### config.mk
export PLATFORM = sky130hd
export DESIGN_NAME = lowpower_ctl
export DESIGN_NICKNAME = d
export VERILOG_FILES = /design/src/rtl/lp_pkg.sv /design/src/rtl/lp_rst_qual.sv /design/src/rtl/lp_wake_det.sv /design/src/rtl/lp_state_fsm.sv /design/src/rtl/lp_pin_ovr.sv /design/src/rtl/lowpower_ctl.sv
export SDC_FILE = /design/constraint.sdc
export NUM_CORES = 1
export LEC_CHECK = 0
export ABC_AREA = 1
export BUFFER_PORTS_ARGS = -buffer_cell sky130_fd_sc_hd__buf_2
export CAP_MARGIN = 20
export CORE_MARGIN = 2
export CORE_UTILIZATION = 45
export DETAILED_ROUTE_END_ITERATION = 7
export PLACE_DENSITY_LB_ADDON = 0.1
export SLEW_MARGIN = 20
export SYNTH_ARGS = -nofsm -noshare
export SYNTH_HDL_FRONTEND = slang
export SYNTH_SLANG_ARGS = --single-unit
### constraint.sdc
create_clock -name clk -period 1.3 [get_ports clk]
set_input_delay 0.13 -clock clk [delete_from_list [all_inputs] [get_ports clk]]
set_output_delay 0.13 -clock clk [all_outputs]
set_load 0.1 [all_outputs]
### src/rtl/lp_pkg.sv
// Shared types of the low-power controller.
package lp_pkg;
    typedef enum logic [2:0] {
        LP_RUN      = 3'd0,
        LP_IDLE     = 3'd1,
        LP_IDLE_RST = 3'd2,
        LP_PD       = 3'd3,
        LP_PD_WAKE  = 3'd4,
        LP_PD_RST   = 3'd5
    } lp_state_e;
endpackage

### src/rtl/lp_rst_qual.sv
// Reset-pin qualifier: asserts the internal reset once the pin has been high
// for RST_CYC qualified cycles (oscillator enabled and stable).
// Assumes reset_pin is already synchronous to clk.
module lp_rst_qual #(
    parameter int RST_CYC = 24
) (
    input  logic clk,
    input  logic rst_n,
    input  logic reset_pin,
    input  logic osc_ok,
    output logic int_rst
);
    localparam int CW = $clog2(RST_CYC + 1);

    logic [CW-1:0] cnt_q, cnt_n;

    // Next count: clear on a low pin, saturating increment on a qualified cycle.
    always_comb begin
        if (!reset_pin)
            cnt_n = '0;
        else if (osc_ok && (cnt_q != CW'(RST_CYC)))
            cnt_n = cnt_q + CW'(1);
        else
            cnt_n = cnt_q;
    end

    // Count register and registered reset output.
    always_ff @(posedge clk) begin
        if (!rst_n) begin
            cnt_q   <= '0;
            int_rst <= 1'b0;
        end else begin
            cnt_q   <= cnt_n;
            int_rst <= reset_pin && (cnt_n == CW'(RST_CYC));
        end
    end
endmodule

### src/rtl/lp_wake_det.sv
// Wake detector: flags any external pin that is low, enabled and level mode.
// Assumes the pins are already synchronised and active low.
module lp_wake_det #(
    parameter int NUM_EXT = 2
) (
    input  logic [NUM_EXT-1:0] ext_pin_n,
    input  logic [NUM_EXT-1:0] ext_en,
    input  logic [NUM_EXT-1:0] ext_level,
    output logic               wake
);
    logic [NUM_EXT-1:0] hit;

    for (genvar i = 0; i < NUM_EXT; i++) begin : g_pin
        // Per-pin qualification.
        assign hit[i] = ext_en[i] && ext_level[i] && !ext_pin_n[i];
    end

    assign wake = |hit;
endmodule

### src/rtl/lp_state_fsm.sv
// Sleep state machine: sequences run, light sleep, deep sleep and their exits.
// Internal reset overrides everything; deep sleep wins over light sleep.
module lp_state_fsm
    import lp_pkg::*;
(
    input  logic      clk,
    input  logic      rst_n,
    input  logic      idle_req,
    input  logic      pdown_req,
    input  logic      irq_pending,
    input  logic      wake,
    input  logic      reset_pin,
    input  logic      osc_stable,
    input  logic      int_rst,
    output lp_state_e state
);
    lp_state_e st_n;

    // Next-state selection.
    always_comb begin
        st_n = state;
        if (int_rst) begin
            st_n = LP_RUN;
        end else begin
            unique case (state)
                LP_RUN: begin
                    if (pdown_req)     st_n = LP_PD;
                    else if (idle_req) st_n = LP_IDLE;
                end
                LP_IDLE: begin
                    if (reset_pin)        st_n = LP_IDLE_RST;
                    else if (irq_pending) st_n = LP_RUN;
                end
                LP_IDLE_RST: begin
                    if (!reset_pin) st_n = LP_RUN;
                end
                LP_PD: begin
                    if (reset_pin) st_n = LP_PD_RST;
                    else if (wake) st_n = LP_PD_WAKE;
                end
                LP_PD_WAKE: begin
                    if (!wake && osc_stable) st_n = LP_RUN;
                end
                LP_PD_RST: begin
                    if (!reset_pin) st_n = LP_PD;
                end
                default: st_n = LP_RUN;
            endcase
        end
    end

    // State register.
    always_ff @(posedge clk) begin
        if (!rst_n) state <= LP_RUN;
        else        state <= st_n;
    end
endmodule

### src/rtl/lp_pin_ovr.sv
// Output decode: clock enables and bus-pin overrides per state and code source.
module lp_pin_ovr
    import lp_pkg::*;
(
    input  lp_state_e state,
    input  logic      ext_code,
    output logic      cpu_clk_en,
    output logic      periph_clk_en,
    output logic      osc_en,
    output logic      ram_wr_block,
    output logic      ale_hold_en,
    output logic      ale_hold_val,
    output logic      psen_hold_en,
    output logic      psen_hold_val,
    output logic      p0_float,
    output logic      p2_addr
);
    logic in_idle, in_pd;

    // State class decode.
    always_comb begin
        in_idle = (state == LP_IDLE);
        in_pd   = (state == LP_PD) || (state == LP_PD_WAKE) || (state == LP_PD_RST);
    end

    // Clock and oscillator enables.
    always_comb begin
        cpu_clk_en    = (state == LP_RUN) || (state == LP_IDLE_RST);
        periph_clk_en = !in_pd;
        osc_en        = (state != LP_PD);
        ram_wr_block  = (state == LP_IDLE_RST);
    end

    // Strobe and port overrides.
    always_comb begin
        ale_hold_en   = in_idle || in_pd;
        ale_hold_val  = in_idle;
        psen_hold_en  = in_idle || in_pd;
        psen_hold_val = in_idle;
        p0_float      = ext_code && (in_idle || in_pd);
        p2_addr       = ext_code && in_idle;
    end
endmodule

### src/rtl/lowpower_ctl.sv
// Low-power state controller top: ties the reset qualifier, wake detector,
// state machine and output decode together. MC_CLKS is clocks per machine cycle.
module lowpower_ctl
    import lp_pkg::*;
#(
    parameter int MC_CLKS = 12,
    parameter int NUM_EXT = 2
) (
    input  logic               clk,
    input  logic               rst_n,
    input  logic               idle_req,
    input  logic               pdown_req,
    input  logic               irq_pending,
    input  logic [NUM_EXT-1:0] ext_pin_n,
    input  logic [NUM_EXT-1:0] ext_en,
    input  logic [NUM_EXT-1:0] ext_level,
    input  logic               reset_pin,
    input  logic               osc_stable,
    input  logic               ext_code,
    output logic               cpu_clk_en,
    output logic               periph_clk_en,
    output logic               osc_en,
    output logic               int_reset,
    output logic               ram_wr_block,
    output logic               ale_hold_en,
    output logic               ale_hold_val,
    output logic               psen_hold_en,
    output logic               psen_hold_val,
    output logic               p0_float,
    output logic               p2_addr
);
    localparam int RST_CYC = 2 * MC_CLKS;

    lp_state_e state;
    logic      wake;

    lp_rst_qual #(.RST_CYC(RST_CYC)) u_rst (
        .clk       (clk),
        .rst_n     (rst_n),
        .reset_pin (reset_pin),
        .osc_ok    (osc_en && osc_stable),
        .int_rst   (int_reset)
    );

    lp_wake_det #(.NUM_EXT(NUM_EXT)) u_wake (
        .ext_pin_n (ext_pin_n),
        .ext_en    (ext_en),
        .ext_level (ext_level),
        .wake      (wake)
    );

    lp_state_fsm u_fsm (
        .clk         (clk),
        .rst_n       (rst_n),
        .idle_req    (idle_req),
        .pdown_req   (pdown_req),
        .irq_pending (irq_pending),
        .wake        (wake),
        .reset_pin   (reset_pin),
        .osc_stable  (osc_stable),
        .int_rst     (int_reset),
        .state       (state)
    );

    lp_pin_ovr u_ovr (
        .state         (state),
        .ext_code      (ext_code),
        .cpu_clk_en    (cpu_clk_en),
        .periph_clk_en (periph_clk_en),
        .osc_en        (osc_en),
        .ram_wr_block  (ram_wr_block),
        .ale_hold_en   (ale_hold_en),
        .ale_hold_val  (ale_hold_val),
        .psen_hold_en  (psen_hold_en),
        .psen_hold_val (psen_hold_val),
        .p0_float      (p0_float),
        .p2_addr       (p2_addr)
    );
endmodule

* Word level (Yosys, flattened, before mapping) *
Cells that the tools add are included.

storage, ports and cells
  register bits after elaboration = 9
  latch bits = 0
  bits in writable memories = 0
  ROM bits = 0
  bits of input ports = 14
  output and inout bits = 11
  logic and storage cells = 53
  memories = 0

cells by class
  add/subtract/negate cells = 1
  $mul = 0
  div/mod/pow operators = 0
  $lt $le $gt $ge = 0
  equal/unequal tests = 14
  shift operators = 0
  mux-type cells = 12
  bitwise operators = 1
  reduce and logical (&&, ||, !) cells = 22

operators with widths
  cell                   count
  $mux W3                9
  $pmux W3 S6            1
  $logic_and A1 B1 Y1    10
  $mux W5                2
  $eq A3 B2 Y1 const B   2
  $eq A3 B3 Y1 const B   2
  $ne A3 B2 Y1 const B   2
  $ne A3 B3 Y1 const B   2
  $reduce_and A6 Y1      1
  $add A5 B1 Y5 const B  1
  $eq A5 B5 Y1 const B   1
  $ne A5 B5 Y1 const B   1
  $logic_not A1 Y1       4
  $logic_or A1 B1 Y1     4
  $ne A2 B2 Y1 const B   2
  $reduce_or A2 Y1       2
  $eq A3 B1 Y1 const B   1
  $logic_not A3 Y1       1
  $ne A2 B1 Y1 const B   1
  $not A1 Y1             1

* Depth between registers and ports, before layout *
  depth in word-level cells = 7
  depth in mapped cells = 11
  depth with buffers taken out = 11

* Cells and area by module *
Synthesis repeated with hierarchy kept, for this count alone.

unflattened totals
  cell total of the unflattened synthesis = 120
  area, all modules = 703.2 um^2

by module, submodules not included
  module        instances  cells an instance  area an instance (um^2)  sequential area each (um^2)
  lp_rst_qual   1          50                 331.6                    120.1
  lp_state_fsm  1          48                 271.5                    60.1
  lp_pin_ovr    1          15                 71.3                     0.0
  lp_wake_det   1          5                  21.3                     0.0
  lowpower_ctl  1          2                  7.5                      0.0

* Worst setup path before layout *
No wires, ideal clock.

  path type = register to output
  start point = reg u_fsm.state[0]
  end point = out ram_wr_block
  data arrival time = 2112 ps
  path slack = -942 ps
  cell stages (with the launch flop) = 5
  cells stage by stage = dfxtp_1 clkbuf_8 nor2_2 nand2_1 inv_1

on the way
  longest elaborated chain between the ends = 1

ends and longest elaborated chain
  item                    line                source
  start, declared         lp_state_fsm.sv:15  output lp_state_e state
  start signal, assigned  lp_state_fsm.sv:55  else state <= st_n;
  $eq A3 B2 Y1            lp_pin_ovr.sv:31    ram_wr_block = (state == LP_IDLE_RST);
  end, declared           lowpower_ctl.sv:24  output logic ram_wr_block,

No other way between the ends.

* Worst setup path in the final report *
  start point = reg u_fsm.state[0]
  end point = reg u_fsm.state[2]

on the way
  longest elaborated chain between the ends = 3

ends and longest elaborated chain
  item                                                   line                source
  $eq A3 B2 Y1 (tied with other cells)                   lp_state_fsm.sv:25  unique case (state)
  $ne A3 B2 Y1 (no source line) (tied with other cells)  --
  $reduce_and A6 Y1 (no source line)                     --

Several ways; a longest one is shown, not always the timed one.
A chain may end at the register's enable or synchronous reset.

==> metrics.md <==
| Metric | Value |
|---|---|
| Status | `finished with violations` |
| Violated checks | `negative setup slack` |
| Delay-heaviest family, CP | `simple AND/OR/NAND/NOR gates` |
| Area grow syn2layout | `99.5%` |
| CTS tree | `done` |
| CTS Hold Bufs | `0` |
| Unrepaired setup endpoints after global routing | `yes` |
| Starting DRT DRC Count | `~110` |
| Top-Level Pins | `25` |
| Startpoint of the worst hold path | `rst_n` |
| Number of clock sinks seen by CTS | `9` |
| Most common library cells after synthesis | `34 x sky130_fd_sc_hd__nand2_1, 20 x sky130_fd_sc_hd__inv_1, 18 x sky130_fd_sc_hd__nor2_1, 15 x sky130_fd_sc_hd__nand3_1, 9 x sky130_fd_sc_hd__dfxtp_1` |
| Initial antenna violation count | `0` |
| Reg2reg path depth | `8` |
| Wire length of the first global-routing pass | `4110 um` |
| Final setup slack of the worst path | `-211 ps` |
| Setup-violating endpoint count in the final report | `18` |
| Die X | `between 40 and 50 um` |
| Aggregate global-route resource usage | `approximately 27%` |
| Hold depth | `3` |
| R2R Path End | `u_fsm.state[2]$_SDFFE_PP0P_` |
| Slew @ Worst Pin | `486 ps` |
| Number of synthesis warnings | `0` |
| Total via count in the routed design | `1300` |
| Highest achievable clock rate | `approximately 0.66 GHz` |
| Count of state elements after synthesis | `9` |
| Sequential share of the synthesized area | `22.2%` |
| Cells along the critical path | `buf_12 -> nand2_4 -> nor2_4 -> nand2_1 -> nor2_1 -> nor2_1 -> a31oi_1 -> nor2_1` |
| Worst setup skew after layout | `17.2 ps` |
| DPL Wire Length | `1780 um` |
| Final Cell Area | `1620 um2` |
| Worst-case hold path end point | `u_rst.cnt_q[3]$_SDFF_PN0_` |
| Total leakage power | `between 0.0008 and 0.0009 uW` |
| Post-Place Cells | `193` |
| Number of vias per cell | `6.25` |
| Initial Util | `47.6%` |
| Synthesized area per cell | `6.07 um2` |
| Post-CTS clock slew at the launch and capture registers of the worst setup and hold paths | `80 ps` |
| Non-filler cells in the finished layout | `208` |
| WP data required | `1460 ps` |
| # H-tree levels | `1` |
| Latest clock arrival within the worst-skew pair | `a little under 300 ps` |
| Overflow left after global routing | `0` |
| Clock buffers created by TritonCTS | `3` |
| Number of iterations in the first detailed-routing pass | `7` |
| Post-layout utilization of the core | `~95%` |
| Critical-path top delay cell | `sky130_fd_sc_hd__dfxtp_4` |
| Largest net degree at the start of global routing | `8` |
| Count of standard-cell rows | `15` |
| Most frequent cell on the critical path | `sky130_fd_sc_hd__nor2_1` |
| Ys async rst share | `0%` |
| Hold Crit Class | `input port to register` |
| ANT nets after route | `0` |
| Root buf cell | `sky130_fd_sc_hd__clkbuf_4` |
| Gate Count Post-Synth | `134` |
| Crit path largest cell delay | `370 ps` |
| Post-Route WL | `around 4400 um` |
| Crit path DAT | `1670 ps` |
| Synth top area share | `22.2%` |
| Via count of the first global-routing pass | `around 970` |
| Element type at the critical path start | `register` |
| Most used DFF post-synth | `sky130_fd_sc_hd__dfxtp_1` |
| Fraction of final layout cells sized beyond drive strength 1 | `61.2%` |
| Port bufs | `24` |
| Share of the cycle needed by the critical path after routing | `116%` |
| VDD IR max | `2060 uV` |
| Hold Fails Final Rpt | `0` |
| Cell area after synthesis | `just over 800 um2` |
| Cell types occupying the most area after synthesis | `sky130_fd_sc_hd__dfxtp_1 22%, sky130_fd_sc_hd__nand2_1 16%, sky130_fd_sc_hd__inv_1 9.2%` |
| Category of the worst setup path capture point | `register` |
| Library cell with the largest summed area after synthesis | `sky130_fd_sc_hd__dfxtp_1` |
| Area enclosed by the die boundary | `2160 um2` |
| R2r startpoint | `u_fsm.state[0]$_SDFFE_PP0P_` |
| Total nets after synthesis | `150` |
| Pins Over Slew Limit | `0` |
| DRC Markers | `0` |
| Diodes inserted | `0` |
| Maximum fanout along the worst path | `4` |
| Critical path type | `register to register` |
| Final Net Count | `200` |
| Overall die height | `46.5 um` |
| Dominant cell by count in the synthesized netlist | `sky130_fd_sc_hd__nand2_1` |
| Distinct cells, synth | `25` |
| Total core area | `~1700 um2` |
| Min cycle time layout | `1510 ps` |
| Longest Clk Path Bufs | `2` |
| Placement-stage cell area | `1260 um2` |
| Count of flip-flops with a built-in enable after synthesis | `0` |
| Power density normalized to cell area | `2360 nW/um2` |
| Worst R2R Setup Slack | `-210 ps` |
| Total buffers and inverters traversed by the critical path | `1` |
| Final weighted congestion in routability-driven placement | `0.870` |
| Wire per inst | `21.2 um` |
| Max-slew headroom | `between 60% and 70%` |
| Max_cap viols | `0` |
==> worst register-to-register path: stages (launching register included) <==
cell and delay [ps]:
sky130_fd_sc_hd__dfxtp_4 370, sky130_fd_sc_hd__buf_12 110, sky130_fd_sc_hd__nand2_4 50, sky130_fd_sc_hd__nor2_4 160, sky130_fd_sc_hd__nand2_1 110, sky130_fd_sc_hd__nor2_1 160, sky130_fd_sc_hd__nor2_1 80, sky130_fd_sc_hd__a31oi_1 270
sky130_fd_sc_hd__nor2_1 80
==> cell usage in the layout, fill, tap and decap left out <==
cell                          n
sky130_fd_sc_hd__dfxtp_2      3
sky130_fd_sc_hd__nand3_1     10
sky130_fd_sc_hd__a21oi_1      2
sky130_fd_sc_hd__inv_8        1
sky130_fd_sc_hd__inv_6        2
sky130_fd_sc_hd__nor2_4       5
sky130_fd_sc_hd__nand2_8      2
sky130_fd_sc_hd__clkinvlp_4   1
sky130_fd_sc_hd__ha_4         2
sky130_fd_sc_hd__inv_1       15
sky130_fd_sc_hd__a31oi_1      1
sky130_fd_sc_hd__buf_4       12
sky130_fd_sc_hd__buf_6       11
sky130_fd_sc_hd__nor2_2       5
sky130_fd_sc_hd__xnor2_2      1
sky130_fd_sc_hd__and3_1       1
sky130_fd_sc_hd__buf_12      11
sky130_fd_sc_hd__xor2_1       1
sky130_fd_sc_hd__nand2_4      7
sky130_fd_sc_hd__inv_2        4
sky130_fd_sc_hd__nor3_1       1
sky130_fd_sc_hd__buf_8        1
sky130_fd_sc_hd__dfxtp_4      3
sky130_fd_sc_hd__clkinv_2     2
sky130_fd_sc_hd__o21ai_0      3
sky130_fd_sc_hd__nand2_1     20
sky130_fd_sc_hd__nand3_2      7
sky130_fd_sc_hd__nand3_4      4
sky130_fd_sc_hd__nand2_2      8
sky130_fd_sc_hd__nor3_2       1
sky130_fd_sc_hd__buf_2       14
sky130_fd_sc_hd__clkbuf_4     3
sky130_fd_sc_hd__dfxtp_1      3
sky130_fd_sc_hd__nor2_1      13
sky130_fd_sc_hd__a21oi_4      2
sky130_fd_sc_hd__nand4_1      1
==> where the power goes <==
group / switching (uW) / total (uW) / internal, uW / leakage [uW]
combinational: 1940 / 3160 / 1220 / 0.000721
clock: 127 / 241 / 114 / 0.0000177
sequential: 90.3 / 427 / 337 / 0.0000766
total: 2160 / 3830 / 1670 / 0.000815
==> worst max-delay path by stage <==
stage,startpoint,to,slack (ps),depth (start not counted)
3_5_place_dp,u_rst.cnt_q[0]$_SDFF_PN0_,u_rst.int_rst$_SDFF_PN0_,-100,10
2_1_floorplan,u_fsm.state[0]$_SDFFE_PP0P_,ram_wr_block,-300,4
3_3_place_gp,u_rst.cnt_q[1]$_SDFF_PN0_,u_rst.int_rst$_SDFF_PN0_,-10,11
5_1_grt,u_fsm.state[0]$_SDFFE_PP0P_,u_fsm.state[2]$_SDFFE_PP0P_,-290,8
6_report,u_fsm.state[0]$_SDFFE_PP0P_,u_fsm.state[2]$_SDFFE_PP0P_,-210,8
4_1_cts,u_fsm.state[2]$_SDFFE_PP0P_,p0_float,-80,4
==> per-layer routing <==
layer / vias to the layer above / part of all wire (%) / global-route usage, %
met3: 63 / 12 / 3.14
met2: 157 / 45 / 44.7
met4: 0 / 10 / 12.0
li1: 517 / - / -
met1: 563 / 33 / 34.1
met5: - / 0 / 0
==> cell families (layout without fill, tap and decap cells) <==
family	after synthesis	after routing	share of synthesized area, %
DFF	9	9	22.2
adders and majority gates	2	2	3.08
and+or+nand+nor	85	85	52.0
xor gates and xnor gates	2	2	2.15
buffers and inverters	28	77	15.5
AOI/OAI and AO/OA	8	8	5.08
==> final cells by class <==
type	instances	area [um2]
Multi-Input combinational cell	97	737
Timing Repair Buffer	49	519
Sequential cell	9	195
Inverter	24	113
Fill cell	48	85.1
Tap cell	25	31.3
Clock buffer	3	22.5
Clock inverter	1	5.00
==> what timing repair did <==
| item | 4_1_cts | 5_1_grt |
|---|---|---|
| pin swaps | 14 | 16 |
| buffers inserted | 8 | 4 |
| setup endpoints to repair | 16 | 16 |
| resized for setup | 33 | 32 |
==> state kept, by name (all words and copies together), names as in the netlist <==
signal / flops
u_rst.int_rst: 1
u_rst.cnt_q: 5
u_fsm.state: 3
==> metrics by stage <==
stage	power (uW)	TNS [ps]	worst slack, ps	hold WS, ps
5_1_grt	3900	-2120	-286	145
2_1_floorplan	2030	-1250	-300	260
6_report	3830	-1730	-211	112
3_5_place_dp	2820	-199	-96.7	405
4_1_cts	3250	-290	-76.3	108
3_3_place_gp	2780	-12.0	-12.0	400
(Power assumes the default switching activity.)
